<file path="config.mk">
export PLATFORM = sky130hd
export DESIGN_NAME = pfg_guard
export DESIGN_NICKNAME = d
export VERILOG_FILES = /design/src/rtl/pfg_pkg.sv /design/src/rtl/pfg_datapath.sv /design/src/rtl/pfg_control.sv /design/src/rtl/pfg_guard.sv
export SDC_FILE = /design/constraint.sdc
export NUM_CORES = 1
export LEC_CHECK = 0
export BUFFER_PORTS_ARGS = -buffer_cell sky130_fd_sc_hd__buf_2
export CAP_MARGIN = 30
export CORE_UTILIZATION = 58
export DETAILED_ROUTE_END_ITERATION = 10
export HOLD_SLACK_MARGIN = 0.05
export PLACE_DENSITY = 0.81
export SLEW_MARGIN = 20
export SYNTH_ARGS = -nofsm -noshare
export SYNTH_HDL_FRONTEND = slang
export SYNTH_HIERARCHICAL = 1
export SYNTH_SLANG_ARGS = --single-unit
</file>
<file path="constraint.sdc">
create_clock -name clk -period 5.2 [get_ports clk]
set_input_delay 0.52 -clock clk [delete_from_list [all_inputs] [get_ports clk]]
set_output_delay 0.52 -clock clk [all_outputs]
set_load 0.02 [all_outputs]
</file>
<file path="src/rtl/pfg_pkg.sv">
package pfg_pkg;
  typedef enum logic [1:0] {
    PH_IDLE   = 2'd0,
    PH_RECALL = 2'd1,
    PH_STORE  = 2'd2
  } phase_t;

  typedef struct packed {
    logic loadRecall;
    logic loadStore;
    logic countDown;
    logic opEnd;
    logic clearPend;
    logic idle;
  } strobe_t;
endpackage

</file>
<file path="src/rtl/pfg_datapath.sv">
module pfg_datapath
  import pfg_pkg::*;
#(
  parameter int RECALL_CYCLES = 20,
  parameter int STORE_CYCLES  = 12,
  parameter int PULSE_CYCLES  = 8
) (
  input  logic    clk,
  input  logic    rstN,
  input  strobe_t strobe,
  input  logic    vccLowReset,
  input  logic    vccLowSwitch,
  input  logic    capLowSwitch,
  input  logic    autoInhibit,
  input  logic    ceN,
  input  logic    weN,
  output logic    pend,
  output logic    cntDone,
  output logic    autoTrig,
  output logic    autoPulse,
  output logic    writeEn
);
  localparam int OP_MAX = (RECALL_CYCLES > STORE_CYCLES) ? RECALL_CYCLES : STORE_CYCLES;
  localparam int CNT_W  = $clog2(OP_MAX + 1);
  localparam int PUL_W  = $clog2(PULSE_CYCLES + 1);
  localparam logic [CNT_W-1:0] RECALL_LOAD = CNT_W'(RECALL_CYCLES - 1);
  localparam logic [CNT_W-1:0] STORE_LOAD  = CNT_W'(STORE_CYCLES - 1);
  localparam logic [PUL_W-1:0] PULSE_LOAD  = PUL_W'(PULSE_CYCLES);

  logic [CNT_W-1:0] opCnt;
  logic [PUL_W-1:0] pulseCnt;
  logic ceNq, weNq, capQ, armed, strobeFall;

  // operation length counter
  always_ff @(posedge clk) begin
    if (!rstN)                          opCnt <= '0;
    else if (strobe.loadRecall)         opCnt <= RECALL_LOAD;
    else if (strobe.loadStore)          opCnt <= STORE_LOAD;
    else if (strobe.countDown && opCnt != '0) opCnt <= opCnt - 1'b1;
  end
  assign cntDone = (opCnt == '0);

  // pending recall: set by reset and by every cycle below the reset level
  always_ff @(posedge clk) begin
    if (!rstN)                  pend <= 1'b1;
    else if (vccLowReset)       pend <= 1'b1;
    else if (strobe.clearPend)  pend <= 1'b0;
  end

  // edge detectors
  always_ff @(posedge clk) begin
    if (!rstN) begin
      ceNq <= 1'b1;
      weNq <= 1'b1;
      capQ <= 1'b1;
    end else begin
      ceNq <= ceN;
      weNq <= weN;
      capQ <= capLowSwitch;
    end
  end
  assign strobeFall = (ceNq & ~ceN) | (weNq & ~weN);
  assign autoTrig   = capLowSwitch & ~capQ & ~autoInhibit;

  // write arm: cleared at the end of each operation, set by a fresh strobe edge
  always_ff @(posedge clk) begin
    if (!rstN)              armed <= 1'b0;
    else if (strobe.opEnd)  armed <= 1'b0;
    else if (strobeFall)    armed <= 1'b1;
  end

  assign writeEn = strobe.idle & ~pend & ~vccLowSwitch & ~ceN & ~weN & (armed | strobeFall);

  // automatic-store announcement pulse
  always_ff @(posedge clk) begin
    if (!rstN)                 pulseCnt <= '0;
    else if (autoTrig)         pulseCnt <= PULSE_LOAD;
    else if (pulseCnt != '0)   pulseCnt <= pulseCnt - 1'b1;
  end
  assign autoPulse = (pulseCnt != '0);
endmodule

</file>
<file path="src/rtl/pfg_control.sv">
module pfg_control
  import pfg_pkg::*;
(
  input  logic    clk,
  input  logic    rstN,
  input  logic    pend,
  input  logic    cntDone,
  input  logic    autoTrig,
  input  logic    storeReq,
  input  logic    vccLowReset,
  input  logic    vccLowSwitch,
  output strobe_t strobe,
  output phase_t  phase
);
  phase_t phaseNext;

  always_ff @(posedge clk) begin
    if (!rstN) phase <= PH_IDLE;
    else       phase <= phaseNext;
  end

  always_comb begin
    phaseNext = phase;
    strobe    = '0;
    unique case (phase)
      PH_IDLE: begin
        strobe.idle = 1'b1;
        if (pend && !vccLowSwitch && !vccLowReset) begin
          phaseNext         = PH_RECALL;
          strobe.loadRecall = 1'b1;
        end else if (!pend && autoTrig) begin
          phaseNext        = PH_STORE;
          strobe.loadStore = 1'b1;
        end else if (!pend && storeReq && !vccLowSwitch) begin
          phaseNext        = PH_STORE;
          strobe.loadStore = 1'b1;
        end
      end
      PH_RECALL: begin
        if (vccLowReset) begin
          phaseNext = PH_IDLE;             // abort, request stays latched
        end else if (cntDone) begin
          phaseNext        = PH_IDLE;
          strobe.opEnd     = 1'b1;
          strobe.clearPend = 1'b1;
        end else begin
          strobe.countDown = 1'b1;
        end
      end
      PH_STORE: begin
        if (cntDone) begin
          phaseNext    = PH_IDLE;
          strobe.opEnd = 1'b1;
        end else begin
          strobe.countDown = 1'b1;
        end
      end
      default: phaseNext = PH_IDLE;
    endcase
  end
endmodule

</file>
<file path="src/rtl/pfg_guard.sv">
module pfg_guard
  import pfg_pkg::*;
#(
  parameter int RECALL_CYCLES = 20,
  parameter int STORE_CYCLES  = 12,
  parameter int PULSE_CYCLES  = 8
) (
  input  logic clk,
  input  logic rstN,
  input  logic vccLowReset,
  input  logic vccLowSwitch,
  input  logic capLowSwitch,
  input  logic autoInhibit,
  input  logic storeReq,
  input  logic ceN,
  input  logic weN,
  output logic recallBusy,
  output logic storeBusy,
  output logic autoPulse,
  output logic busy,
  output logic writeEn
);
  strobe_t strobe;
  phase_t  phase;
  logic    pend, cntDone, autoTrig;

  pfg_control i_ctrl (
    .clk(clk), .rstN(rstN), .pend(pend), .cntDone(cntDone), .autoTrig(autoTrig),
    .storeReq(storeReq), .vccLowReset(vccLowReset), .vccLowSwitch(vccLowSwitch),
    .strobe(strobe), .phase(phase)
  );

  pfg_datapath #(
    .RECALL_CYCLES(RECALL_CYCLES), .STORE_CYCLES(STORE_CYCLES), .PULSE_CYCLES(PULSE_CYCLES)
  ) i_dp (
    .clk(clk), .rstN(rstN), .strobe(strobe), .vccLowReset(vccLowReset),
    .vccLowSwitch(vccLowSwitch), .capLowSwitch(capLowSwitch), .autoInhibit(autoInhibit),
    .ceN(ceN), .weN(weN), .pend(pend), .cntDone(cntDone), .autoTrig(autoTrig),
    .autoPulse(autoPulse), .writeEn(writeEn)
  );

  assign recallBusy = (phase == PH_RECALL);
  assign storeBusy  = (phase == PH_STORE);
  assign busy       = recallBusy | storeBusy | autoPulse;
endmodule

</file>
Word level (Yosys, flattened, before mapping). Cells that the tools add are included.

Bitwise logic cells: 20. Equality and inequality tests: 3. Add/sub/neg operators: 2. Reductions and logical operators: 21. Multiplexer cells: 23.

Operators with widths (count): 5-bit 2-to-1 mux (3); 2-bit 2-to-1 mux (7); 1-bit AND (9); 1-bit 2-to-1 mux (8); 4-bit 2-to-1 mux (2); 2-bit OR reduction (4); 1-bit inverter (7); 1-bit logical AND (6); 2-bit one-hot mux with 3 select lines (1); 5-bit logical NOT (1); 5-bit nonzero test (1); 5-bit by 1-bit subtractor with 5-bit output (second input constant) (1); 4-bit by 1-bit inequality test with 1-bit output (second input constant) (1); 1-bit OR (4); 2-bit one-hot mux with 2 select lines (1); 2-bit nonzero test (2); 4-bit nonzero test (1); 4-bit by 1-bit subtractor with 4-bit output (second input constant) (1); 1-bit logical NOT (3); 3-bit 2-to-1 mux (1); 3-bit nonzero test (1); 3-bit OR reduction (1); 2-bit by 1-bit == test with 1-bit output (second input constant) (1); 2-bit == test (second input constant) (1); 2-bit logical NOT (1).

Word-level logic and storage cells: 80. Flip-flop bits (word level): 16. Input bits: 9.

Depth between registers and ports, before layout. Gate-level depths: netlist (run 1).

Depth after elaboration: 9. Gate-level depth with buffers: 8. Mapped depth without buffers: 8.

Hierarchy. The synthesis (run 1) kept the hierarchy.

Modules (own cells, without submodules): pfg_datapath (cells each 72, seq. area each 280.3 sq um, instances 1, area an instance 636.9 sq um); pfg_control (cells each 30, seq. area each 40.0 sq um, instances 1, area an instance 227.7 sq um); pfg_guard (cells each 5, seq. area each 0.0 sq um, instances 1, area an instance 38.8 sq um).

Least setup slack after synthesis (run 1). OpenSTA, ideal clock, no wires.

Path kind: reg-to-reg. Start point: register i_ctrl.phase[0]. End point: register i_dp.opCnt[3]. Path slack: 3.138 ns. Required time: 5.112 ns. Arrival time: 1.974 ns. Buffers on the path: 0. Cell stages (with the launch flop): 8. Clock period less this slack: 2.062 ns. Path through: dfxtp_1 inv_1 ha_1 nand2_1 nor2_1 or4b_1 or3_1 a311oi_2.

RTL lines: start, declared (line pfg_control.sv:13) `output phase_t phase`; start signal, assigned (line pfg_control.sv:19) `else phase <= phaseNext;`; end signal, assigned (line pfg_datapath.sv:39) `else if (strobe.countDown && opCnt != '0) opCnt <= opCnt - 1'b1;`; end, declared (line pfg_datapath.sv:30) `logic [CNT_W-1:0] opCnt;`.

==> metrics.log, run 1 <==
[metrics] Synth Net Count: 125
[metrics] dominant delay contributor by cell family on the critical path: simple AND/OR/NAND/NOR gates
[metrics] largest net degree at the start of global routing: 11
[metrics] clk slew on worst S/H paths: 90 ps
[metrics] Hold Vio Cnt, Final: 0
[metrics] # IOs: 14
[metrics] number of clock sinks seen by CTS: 16
[metrics] average via count per standard cell: 5.788
[metrics] power density cells: 338.0 nW/µm²
[metrics] Die Wd: 41.47 µm
[metrics] data arrival time at the worst-slack endpoint: 2480 ps
[metrics] combinational family with the most area after synthesis: simple AND/OR/NAND/NOR gates
[metrics] maximum fanout count along the critical path: 7
[metrics] synthesized-area fraction occupied by adder cells: 0.1247
[metrics] flop-to-flop setup slack: 2920 ps
[metrics] Pre-Repair DR Iteration Count: 4
[metrics] share of the clock period used by the worst path: 0.4383
[metrics] post-route standard cell area excluding fillers: 1006 µm²
[metrics] root buf cell: sky130_fd_sc_hd__clkbuf_4
[metrics] layout cells sized above 1: 0.1885
[metrics] Min-Delay Endpoint: i_dp/capQ$_SDFF_PN1_
[metrics] TritonCTS clock tree: yes
[metrics] Yosys reg bits: 16
[metrics] max-capacitance violation count: 0
[metrics] area share of and/or/nand/nor cells after synthesis: 0.2645
[metrics] routed vias: 793
[metrics] hold-fix buffers at CTS: 0
[metrics] FF-to-FF End: i_dp/opCnt[3]$_SDFFE_PP0P_
[metrics] kind of end point of the critical path: flop
[metrics] fraction of the mapped netlist area in compound gates: 0.1427
[metrics] time the worst path needs with I/O delays and setup: 2279 ps
[metrics] commonest cells after routing, fill and taps aside: sky130_fd_sc_hd__inv_1, sky130_fd_sc_hd__dfxtp_1, sky130_fd_sc_hd__buf_2
[metrics] P&R area growth vs syn: 11.36%
[metrics] Die ar.: 1719 µm²
[metrics] Max Root-Sink Buffers: 2
[metrics] sum of negative setup slack: 0 ps
[metrics] worst hold path class: in -> reg
[metrics] XOR/XNOR Fraction of Synth Area: 0.01939
[metrics] transition at the pin with the smallest max-transition slack: 685.6 ps
[metrics] Post-DP HPWL: 1354 µm
[metrics] Slew headroom: 0.5417
[metrics] Port Buffers: 13
[metrics] Worst Slack Setup Final: 2921 ps
[metrics] via count of the first global-routing pass: 803
[metrics] post-placement setup slack: 2924 ps
[metrics] Fmax achieved: 0.4388 GHz
[metrics] number of buffers added for setup after CTS: 0
[metrics] data required time at the worst endpoint: 5400 ps
[metrics] sum of overflow across all layers after global routing: 0
[metrics] Worst Min Path Start: capLowSwitch
[metrics] final routed DRC violation total: 0
[metrics] number of placement rows: 13
[metrics] average cell area after synthesis: 8.443 µm²
[metrics] worst hold path stage count: 2
[metrics] total cell area at the placement stage: 983.4 µm²
[metrics] Register-to-Register Path Depth: 7
[metrics] sequential share of the synthesized area: 0.3546
[metrics] count of instances resized after the clock tree is built: 0
[metrics] crit path buf inv count: 1
[metrics] distinct cell type count after synthesis: 35
[metrics] critical path's largest stage delay: 480 ps
[metrics] global-route wire length before repair: 3456 µm
[metrics] total setup violations reported at the end of the flow: 0
[metrics] # H-tree levels: 1
[metrics] leading cell type in the layout, fill and taps excluded: sky130_fd_sc_hd__inv_1
[metrics] Ant. Diodes: 0
[metrics] overall die height: 41.47 µm
[metrics] post-route antenna net violation count: 0
[metrics] Max Clock Skew: 4.186 ps
[metrics] startpoint type of the worst setup path: flop
[metrics] NumNets Final: 142
[metrics] leakage component of the power: 0.4691 nW
[metrics] total of warnings raised by yosys: 6
[metrics] overall fraction of global-route tracks in use: 0.2595
[metrics] DRC marker count from the first detailed-route iteration: 22
[metrics] number of instances in the synthesized netlist: 107
[metrics] highest-delay cell along the critical path: sky130_fd_sc_hd__or4b_1
[metrics] initial antenna violation count: 0
[metrics] Crit Path Class: reg -> reg
[metrics] RSZ-0062 raised after global routing: false
[metrics] starting utilization of the core area: 0.6612
[metrics] final slew viol count: 0
[metrics] overall routed net length: 1857 µm
[metrics] Routability Congestion: 0.9362
[metrics] Worst IR Drop VDD: 0.2255 mV
[metrics] worst-skew pair later-pin latency: 290 ps
[metrics] clock buffer count from CTS: 3
[metrics] Hold Slack: 434.6 ps
[metrics] post-DR wirelength/cell: 13.55 µm
[metrics] outcome: finished, final reports clean
[metrics] area of the mapped netlist: 903.4 µm²
[metrics] multiplexer fraction of the synthesized cell area: 0.01108
[metrics] CP cell instances: inv_1 -> ha_1 -> nand2_1 -> nor2_1 -> or4b_1 -> or3_1 -> a311oi_2
[metrics] launch point of the worst reg-to-reg path: i_ctrl/phase[0]$_SDFFE_PN0P_
[metrics] core area: 1366 µm²
layout make-up:
class                   count  area (µm²)
clock buffers               3       22.52
fillers                   104       360.3
inverters                  19       71.32
multi-input cells          71       508.0
flip-flops and latches     16       320.3
well taps                  15       18.77
repair buffers             13       65.06
cell usage after synthesis:
| cell type | count | area, µm² |
|---|---|---|
| sky130_fd_sc_hd__nand3_1 | 2 | 10.01 |
| sky130_fd_sc_hd__a21oi_2 | 1 | 8.760 |
| sky130_fd_sc_hd__or3_1 | 4 | 25.02 |
| sky130_fd_sc_hd__or3b_2 | 2 | 17.52 |
| sky130_fd_sc_hd__nand4_1 | 2 | 12.51 |
| sky130_fd_sc_hd__a311oi_2 | 1 | 15.01 |
| sky130_fd_sc_hd__inv_1 | 19 | 71.32 |
| sky130_fd_sc_hd__or3b_4 | 1 | 11.26 |
| sky130_fd_sc_hd__dfxtp_1 | 16 | 320.3 |
| sky130_fd_sc_hd__ha_1 | 9 | 112.6 |
| sky130_fd_sc_hd__and4b_1 | 1 | 10.01 |
| sky130_fd_sc_hd__o41ai_1 | 1 | 8.760 |
| sky130_fd_sc_hd__nor3_1 | 3 | 15.01 |
| sky130_fd_sc_hd__nor4b_2 | 1 | 15.01 |
| sky130_fd_sc_hd__xor2_1 | 1 | 8.760 |
| sky130_fd_sc_hd__or4b_1 | 1 | 10.01 |
| sky130_fd_sc_hd__a21oi_1 | 3 | 15.01 |
| sky130_fd_sc_hd__a221oi_1 | 1 | 8.760 |
| sky130_fd_sc_hd__a21o_1 | 1 | 7.510 |
| sky130_fd_sc_hd__a211oi_1 | 1 | 7.510 |
| sky130_fd_sc_hd__xnor2_1 | 1 | 8.760 |
| sky130_fd_sc_hd__mux2i_1 | 1 | 10.01 |
| sky130_fd_sc_hd__clkbuf_1 | 1 | 3.750 |
| sky130_fd_sc_hd__o21bai_1 | 1 | 7.510 |
| sky130_fd_sc_hd__nand2_1 | 9 | 33.78 |
| sky130_fd_sc_hd__a211o_1 | 1 | 8.760 |
| sky130_fd_sc_hd__nor3_2 | 1 | 10.01 |
| sky130_fd_sc_hd__a311oi_1 | 1 | 8.760 |
| sky130_fd_sc_hd__o21ai_0 | 1 | 5.000 |
| sky130_fd_sc_hd__nor2b_1 | 1 | 6.260 |
| sky130_fd_sc_hd__nand2b_1 | 2 | 12.51 |
| sky130_fd_sc_hd__a31oi_1 | 3 | 18.77 |
| sky130_fd_sc_hd__and3_1 | 2 | 12.51 |
| sky130_fd_sc_hd__o311ai_0 | 1 | 8.760 |
| sky130_fd_sc_hd__nor2_1 | 10 | 37.54 |
worst register-to-register path, cell delays in order (launching register included):
cell and delay (ps):
sky130_fd_sc_hd__dfxtp_1 470, sky130_fd_sc_hd__inv_1 110, sky130_fd_sc_hd__ha_1 300, sky130_fd_sc_hd__nand2_1 50, sky130_fd_sc_hd__nor2_1 200, sky130_fd_sc_hd__or4b_1 480
sky130_fd_sc_hd__or3_1 340, sky130_fd_sc_hd__a311oi_2 250
flip-flops by register name, indices dropped and copies added (netlist names):
name	cells
i_dp/opCnt	5
i_dp/capQ	1
i_dp/armed	1
i_dp/weNq	1
i_dp/pend	1
i_ctrl/phase	2
i_dp/pulseCnt	4
i_dp/ceNq	1
report_power, final:
part | total (mW) | switching, mW | internal [mW]
logic | 0.124 | 0.0699 | 0.0538
clock network | 0.0647 | 0.0377 | 0.0269
registers | 0.152 | 0.0120 | 0.140
total | 0.340 | 0.120 | 0.220
per-stage QoR:
stage / cells / utilization / power [mW]
6_report: 137 / 0.7363 / 0.3400
5_1_grt: 137 / 0.7363 / 0.3681
4_1_cts: 137 / 0.7363 / 0.3418
3_5_place_dp: 134 / 0.7198 / 0.2778
3_3_place_gp: 134 / 0.7198 / 0.2746
2_1_floorplan: 107 / - / 0.2511
kinds of logic (layout without fill, tap and decap cells):
family                   count (synthesis)  after routing
adder cells (fa/ha/maj)                  9              9
AND/OR/NAND/NOR                         42             42
multiplexers                             1              1
XOR/XNOR                                 2              2
flip-flops                              16             16
buffers and inverters                   20             35
AO/OA/AOI/OAI                           17             17
layer usage:
layer  track usage  vias to the layer above  part of all wire
li1              -                      399                 -
met1        0.3052                      360              0.41
met2        0.4563                       30              0.50
met3       0.02609                        4             0.061
met4        0.1419                        0             0.022
met5             0                        -                 0
how the worst max path moves through the flow:
stage                                 start                    endpoint  slack, ps  cells past startpoint
2_1_floorplan  i_ctrl/phase[0]$_SDFFE_PN0P_  i_dp/opCnt[3]$_SDFFE_PP0P_       3140                      7
4_1_cts        i_ctrl/phase[0]$_SDFFE_PN0P_  i_dp/opCnt[3]$_SDFFE_PP0P_       2930                      7
6_report       i_ctrl/phase[0]$_SDFFE_PN0P_  i_dp/opCnt[3]$_SDFFE_PP0P_       2920                      7
3_5_place_dp                    vccLowReset  i_dp/opCnt[3]$_SDFFE_PP0P_       2920                      8
3_3_place_gp                    vccLowReset  i_dp/opCnt[3]$_SDFFE_PP0P_       3000                      8
5_1_grt        i_ctrl/phase[0]$_SDFFE_PN0P_  i_dp/opCnt[3]$_SDFFE_PP0P_       2710                      7
Note: power is estimated with default switching activity, not from simulation.
==> run 2: changes to the inputs <==
- CORE_UTILIZATION: 58 -> 49
- PLACE_DENSITY: 0.81 -> 0.73
- clock period: 5.2 -> 2 ns (I/O delays scaled with it)
==> run 2 against run 1 <==
Net effect: clock skew shrank 1.6 ps; highest routed layer unchanged; setup slack worse by 2900 ps; combinational power rose to 2.9 times the previous value; critical path type unchanged; sequential power rose to 2.6 times the previous value; sequential share of layout area fell by 3.5 points; first-iteration DRC count shrank 9.1%; fmax up 14%.
==> metrics.log, run 2 (synthesized netlist as in run 1, its figures left out) <==
[metrics] Max Clock Skew: 2.575 ps
[metrics] data arrival time at the worst-slack endpoint: 2210 ps
[metrics] Fill cells: 155
[metrics] kind of end point of the critical path: flop
[metrics] Post-DP HPWL: 1462 µm
[metrics] Max Root-Sink Buffers: 2
[metrics] NumNets Final: 151
[metrics] transition at the pin with the smallest max-transition slack: 363.4 ps
[metrics] routed vias: 829
[metrics] leakage component of the power: 0.5328 nW
[metrics] register name with the most flops: i_dp/opCnt
[metrics] startpoint type of the worst setup path: flop
[metrics] max-capacitance violation count: 0
[metrics] root buf cell: sky130_fd_sc_hd__clkbuf_4
[metrics] clock network power share: 0.220
[metrics] largest registers in the final layout: i_dp/opCnt: 5 flops, i_dp/pulseCnt: 4 flops, i_ctrl/phase: 2 flops
[metrics] RSZ-0062 raised after global routing: true
[metrics] overall routed net length: 1910 µm
[metrics] Net Sw Frac: 0.3423
[metrics] Worst IR Drop VDD: 0.5131 mV
[metrics] Ant. Diodes: 0
[metrics] net switching power of the design: 0.3340 mW
[metrics] overall die height: 44.94 µm
[metrics] final slew viol count: 0
[metrics] Slew headroom: 0.7578
[metrics] starting utilization of the core area: 0.5232
[metrics] post-route antenna net violation count: 0
[metrics] area occupied by registers: 327.8 µm²
[metrics] global-route wire length before repair: 3201 µm
[metrics] total setup violations reported at the end of the flow: 0
[metrics] Die ar.: 2019 µm²
[metrics] overall fraction of global-route tracks in use: 0.2183
[metrics] core area: 1727 µm²
[metrics] multi-input combinational cell area: 554.3 µm²
[metrics] share of the clock period used by the worst path: 0.9983
[metrics] Crit Path Class: reg -> reg
[metrics] Die Wd: 44.94 µm
[metrics] largest net degree at the start of global routing: 10
[metrics] via count of the first global-routing pass: 787
[metrics] power share of the combinational group: 0.374
[metrics] final routed DRC violation total: 0
[metrics] power density cells: 842.3 nW/µm²
[metrics] sum of overflow across all layers after global routing: 0
[metrics] Routability Congestion: 0.7476
[metrics] leading cell type in the layout, fill and taps excluded: sky130_fd_sc_hd__inv_1
[metrics] P&R area growth vs syn: 28.25%
[metrics] internal power of the cells: 0.6418 mW
[metrics] initial antenna violation count: 0
[metrics] number of placement rows: 15
[metrics] hold-fix buffers at CTS: 0
[metrics] # H-tree levels: 1
[metrics] number of clock sinks seen by CTS: 16
[metrics] CP cell instances: inv_4 -> ha_4 -> nand2_1 -> nor2_2 -> or4b_4 -> or3_1 -> a311oi_2
[metrics] placed cell count: 151
[metrics] clk slew on worst S/H paths: 90 ps
[metrics] register share of total power: 0.405
[metrics] time the worst path needs with I/O delays and setup: 1997 ps
[metrics] Port Buffers: 13
[metrics] dominant delay contributor by cell family on the critical path: simple AND/OR/NAND/NOR gates
[metrics] layout cells sized above 1: 0.3333
[metrics] number of flip-flops in the largest register: 5
[metrics] DRC marker count from the first detailed-route iteration: 20
[metrics] Tot Pwr: 0.9759 mW
[metrics] worst-skew pair later-pin latency: 290 ps
[metrics] critical path's largest stage delay: 470 ps
[metrics] Hold Slack: 110.0 ps
[metrics] post-DR wirelength/cell: 12.17 µm
[metrics] Fmax achieved: 0.5008 GHz
[metrics] outcome: finished, final reports clean
[metrics] final core occ: 0.6710
[metrics] average via count per standard cell: 5.280
[metrics] Non-Filler Instances: 157
[metrics] clock buffer count from CTS: 3
[metrics] TritonCTS clock tree: yes
[metrics] crit path buf inv count: 1
[metrics] sum of negative setup slack: 0 ps
[metrics] data required time at the worst endpoint: 2210 ps
[metrics] maximum fanout count along the critical path: 3
[metrics] Hold Vio Cnt, Final: 0
[metrics] # IOs: 14
[metrics] highest-delay cell along the critical path: sky130_fd_sc_hd__or4b_4
[metrics] Pre-Repair DR Iteration Count: 5
[metrics] worst hold path class: in -> reg
[metrics] commonest cells after routing, fill and taps aside: sky130_fd_sc_hd__inv_1, sky130_fd_sc_hd__buf_2, sky130_fd_sc_hd__dfxtp_1
-- run 2: cell count changes in the layout (fill, tap and decap cells not counted), moves of 2 or more --
| cell | before | now |
|---|---|---|
| sky130_fd_sc_hd__ha_1 | 9 | 6 |
| sky130_fd_sc_hd__dfxtp_1 | 16 | 12 |
| sky130_fd_sc_hd__inv_1 | 19 | 17 |
| sky130_fd_sc_hd__dfxtp_2 | 0 | 3 |
| sky130_fd_sc_hd__inv_4 | 0 | 2 |
| sky130_fd_sc_hd__buf_4 | 0 | 9 |
| sky130_fd_sc_hd__ha_4 | 0 | 3 |
-- run 2: routing by layer --
metal	track usage	up-vias	routed length [µm]
met1	0.2864	386	946
li1	-	420	-
met5	0	-	0
met2	0.3565	20	868
met4	0.07879	0	14
met3	0.04000	3	81
-- run 2: worst reg2reg max path, cell delays in order, from the launching register on --
cell and delay [ps]:
sky130_fd_sc_hd__dfxtp_4 400, sky130_fd_sc_hd__inv_4 50, sky130_fd_sc_hd__ha_4 260, sky130_fd_sc_hd__nand2_1 60
sky130_fd_sc_hd__nor2_2 120, sky130_fd_sc_hd__or4b_4 470, sky130_fd_sc_hd__or3_1 370, sky130_fd_sc_hd__a311oi_2 190
-- run 2: timing repair --
item / in CTS / in global routing
gates cloned: 0 / 0
buffers inserted: 2 / 0
resized for setup: 2 / 12
pin swaps: 1 / 6
setup endpoints to repair: 1 / 2
-- run 2: final timing paths --
path                            cells after the start                         end                          from  slack [ps]
worst max-delay path                                7  i_dp/opCnt[3]$_SDFFE_PP0P_  i_ctrl/phase[0]$_SDFFE_PN0P_           3
worst min-delay path                                3        i_dp/weNq$_SDFF_PN1_                           weN         110
worst max register to register                      7  i_dp/opCnt[3]$_SDFFE_PP0P_  i_ctrl/phase[0]$_SDFFE_PN0P_           3
worst min register to register                      2  i_dp/opCnt[1]$_SDFFE_PN0P_    i_dp/opCnt[1]$_SDFFE_PN0P_         510
-- run 2: power by group through the flow --
stage	logic (mW)	registers (mW)	clock network [mW]
2_1_floorplan	0.259	0.395	0
3_3_place_gp	0.327	0.399	0
3_5_place_dp	0.343	0.401	0
4_1_cts	0.349	0.393	0.218
5_1_grt	0.412	0.401	0.234
6_report	0.365	0.396	0.215
-- run 2: cell type report --
type                            count  area share
Inverter                           19     0.06587
Multi-Input combinational cell     71      0.4784
Clock buffer                        4     0.03132
Tap cell                           25     0.02700
Sequential cell                    16      0.2829
Timing Repair Buffer               22      0.1145
-- run 2: per-stage QoR --
stage / worst slack [ps] / instance area, µm²
finish: 3.315 / 1159
CTS: 1.805 / 1110
global route: -55.30 / 1159
floorplan: 13.35 / 908.4
detailed placement: -23.59 / 1054
global placement: 85.44 / 1054
==> run 3: changes to the inputs <==
- CORE_MARGIN: not set -> 2
- CORE_UTILIZATION: 49 -> 54
- PLACE_DENSITY: 0.73 -> 0.76
- clock period: 2 -> 1.86 ns (I/O delays scaled with it)
==> run 3 against run 2 <==
Net effect: the run now ends with negative setup slack left; sequential power rose by 7.3%; die area fell by 0.16%; worst hold slack lost 28 ps; utilization rose by 9.2 points; sequential cell count did not move; sequential share of layout area down 0.32 points; fmax is 5.3% higher; non-clock buffer count grew 3; count of clock-buffer cells in the layout stayed put; register-to-register slack lost 40 ps; critical path type unchanged; largest power group unchanged; highest routed layer unchanged.
==> metrics.log, run 3 (synthesized netlist as in run 1, its figures left out) <==
[metrics] post-route antenna net violation count: 0
[metrics] Port Buffers: 13
[metrics] transition at the pin with the smallest max-transition slack: 342.1 ps
[metrics] maximum fanout count along the critical path: 3
[metrics] Routability Congestion: 0.8536
[metrics] total setup violations reported at the end of the flow: 1
[metrics] average via count per standard cell: 5.430
[metrics] FF-to-FF End: i_dp/opCnt[3]$_SDFFE_PP0P_
[metrics] final routed DRC violation total: 0
[metrics] flop-to-flop setup slack: -40 ps
[metrics] Register-to-Register Path Depth: 7
[metrics] register name with the most flops: i_dp/opCnt
[metrics] routed vias: 820
[metrics] outcome: complete, but fails checks
[metrics] Pre-Repair DR Iteration Count: 6
[metrics] Die Wd: 44.90 µm
[metrics] time the worst path needs with I/O delays and setup: 1897 ps
[metrics] post-DR wirelength/cell: 12.08 µm
[metrics] data arrival time at the worst-slack endpoint: 2110 ps
[metrics] Post-DP HPWL: 1357 µm
[metrics] Worst IR Drop VDD: 0.5760 mV
[metrics] number of placement rows: 14
[metrics] sum of overflow across all layers after global routing: 0
[metrics] max-capacitance violation count: 0
[metrics] number of flip-flops in the largest register: 5
[metrics] commonest cells after routing, fill and taps aside: sky130_fd_sc_hd__inv_1, sky130_fd_sc_hd__buf_2, sky130_fd_sc_hd__buf_4
[metrics] share of the clock period used by the worst path: 1.020
[metrics] Hold Vio Cnt, Final: 0
[metrics] launch point of the worst reg-to-reg path: i_ctrl/phase[0]$_SDFFE_PN0P_
[metrics] NumNets Final: 154
[metrics] TritonCTS clock tree: yes
[metrics] global-route wire length before repair: 3070 µm
[metrics] core area: 1541 µm²
[metrics] startpoint type of the worst setup path: flop
[metrics] worst-skew pair later-pin latency: 290 ps
[metrics] final slew viol count: 0
[metrics] Fmax achieved: 0.5272 GHz
[metrics] overall routed net length: 1824 µm
[metrics] layout cells sized above 1: 0.3704
[metrics] Min-Delay Endpoint: i_dp/capQ$_SDFF_PN1_
[metrics] largest registers in the final layout: i_dp/opCnt: 5 flops, i_dp/pulseCnt: 4 flops, i_ctrl/phase: 2 flops
[metrics] initial antenna violation count: 0
[metrics] starting utilization of the core area: 0.5860
[metrics] post-placement setup slack: -94.67 ps
[metrics] Crit Path Class: reg -> reg
[metrics] RSZ-0062 raised after global routing: true
[metrics] worst hold path class: in -> reg
[metrics] data required time at the worst endpoint: 2070 ps
[metrics] power density cells: 894.1 nW/µm²
[metrics] violated checks: negative setup slack
[metrics] P&R area growth vs syn: 30.19%
[metrics] # H-tree levels: 1
[metrics] clk slew on worst S/H paths: 90 ps
[metrics] clock buffer count from CTS: 3
[metrics] Max Clock Skew: 0.3707 ps
[metrics] root buf cell: sky130_fd_sc_hd__clkbuf_4
[metrics] Slew headroom: 0.7719
[metrics] overall die height: 44.90 µm
[metrics] DRC marker count from the first detailed-route iteration: 29
[metrics] total cell area at the placement stage: 1065 µm²
[metrics] Hold Slack: 82.28 ps
[metrics] # IOs: 14
[metrics] leading cell type in the layout, fill and taps excluded: sky130_fd_sc_hd__inv_1
[metrics] post-route standard cell area excluding fillers: 1176 µm²
[metrics] worst hold path stage count: 2
[metrics] via count of the first global-routing pass: 781
[metrics] Tot Pwr: 1.052 mW
[metrics] Max Root-Sink Buffers: 2
[metrics] leakage component of the power: 0.5485 nW
[metrics] kind of end point of the critical path: flop
[metrics] Worst Min Path Start: capLowSwitch
[metrics] Ant. Diodes: 0
[metrics] Worst Slack Setup Final: -36.69 ps
[metrics] number of clock sinks seen by CTS: 16
[metrics] largest net degree at the start of global routing: 10
[metrics] final core occ: 0.7630
[metrics] overall fraction of global-route tracks in use: 0.2142
[metrics] Die ar.: 2016 µm²
run 3: layout make-up:
cell class                      count  area, µm²
Inverter                           19      76.32
Multi-Input combinational cell     71      559.3
Sequential cell                    16      329.1
Fill cell                         120      365.4
Clock buffer                        4      36.28
Tap cell                           16      20.02
Timing Repair Buffer               25      155.1
run 3: through the flow:
stage / setup TNS, ps / instances
2_1_floorplan: -118.7 / 107
4_1_cts: -73.83 / 150
3_3_place_gp: -33.37 / 145
3_5_place_dp: -94.67 / 145
6_report: -36.69 / 151
5_1_grt: -119.8 / 151
run 3: power by group:
group | internal (mW) | switching (mW) | total (mW)
clock | 0.119 | 0.115 | 0.234
sequential | 0.392 | 0.0329 | 0.425
combinational | 0.187 | 0.205 | 0.392
run 3: worst max-delay path, cell delays in order (launching register included):
cell,delay [ps]
sky130_fd_sc_hd__dfxtp_4,390
sky130_fd_sc_hd__inv_4,40
sky130_fd_sc_hd__ha_4,250
sky130_fd_sc_hd__nand2_1,50
sky130_fd_sc_hd__nor2_2,90
sky130_fd_sc_hd__or4b_4,470
sky130_fd_sc_hd__or3_1,330
sky130_fd_sc_hd__a311oi_2,190
run 3: routing by layer:
layer / wire, µm / share of wire / GRT usage / up-vias
met5: 0 / 0 / 0 / -
met4: 37 / 0.020 / 0.1412 / 0
met3: 109 / 0.060 / 0.04800 / 5
met2: 810 / 0.44 / 0.3420 / 28
met1: 866 / 0.47 / 0.2575 / 364
li1: - / - / - / 423
run 3: worst max path at each step:
| stage | start | endpoint | slack (ps) | cells past startpoint |
|---|---|---|---|---|
| after floorplan | i_ctrl/phase[1]$_SDFFE_PN0P_ | i_dp/opCnt[3]$_SDFFE_PP0P_ | -120 | 8 |
| after CTS | i_ctrl/phase[0]$_SDFFE_PN0P_ | i_dp/opCnt[3]$_SDFFE_PP0P_ | -70 | 8 |
| after detailed placement | i_ctrl/phase[0]$_SDFFE_PN0P_ | i_dp/opCnt[3]$_SDFFE_PP0P_ | -90 | 7 |
| after global placement | i_ctrl/phase[1]$_SDFFE_PN0P_ | i_dp/opCnt[3]$_SDFFE_PP0P_ | -30 | 8 |
| final | i_ctrl/phase[0]$_SDFFE_PN0P_ | i_dp/opCnt[3]$_SDFFE_PP0P_ | -40 | 7 |
| after global routing | i_ctrl/phase[0]$_SDFFE_PN0P_ | i_dp/opCnt[3]$_SDFFE_PP0P_ | -120 | 8 |
run 3: what timing repair did:
action	4_1_cts	5_1_grt
hold buffers	0	0
setup endpoints to repair	2	3
resized for setup	14	3
setup buffers	1	1
pin swaps	6	2
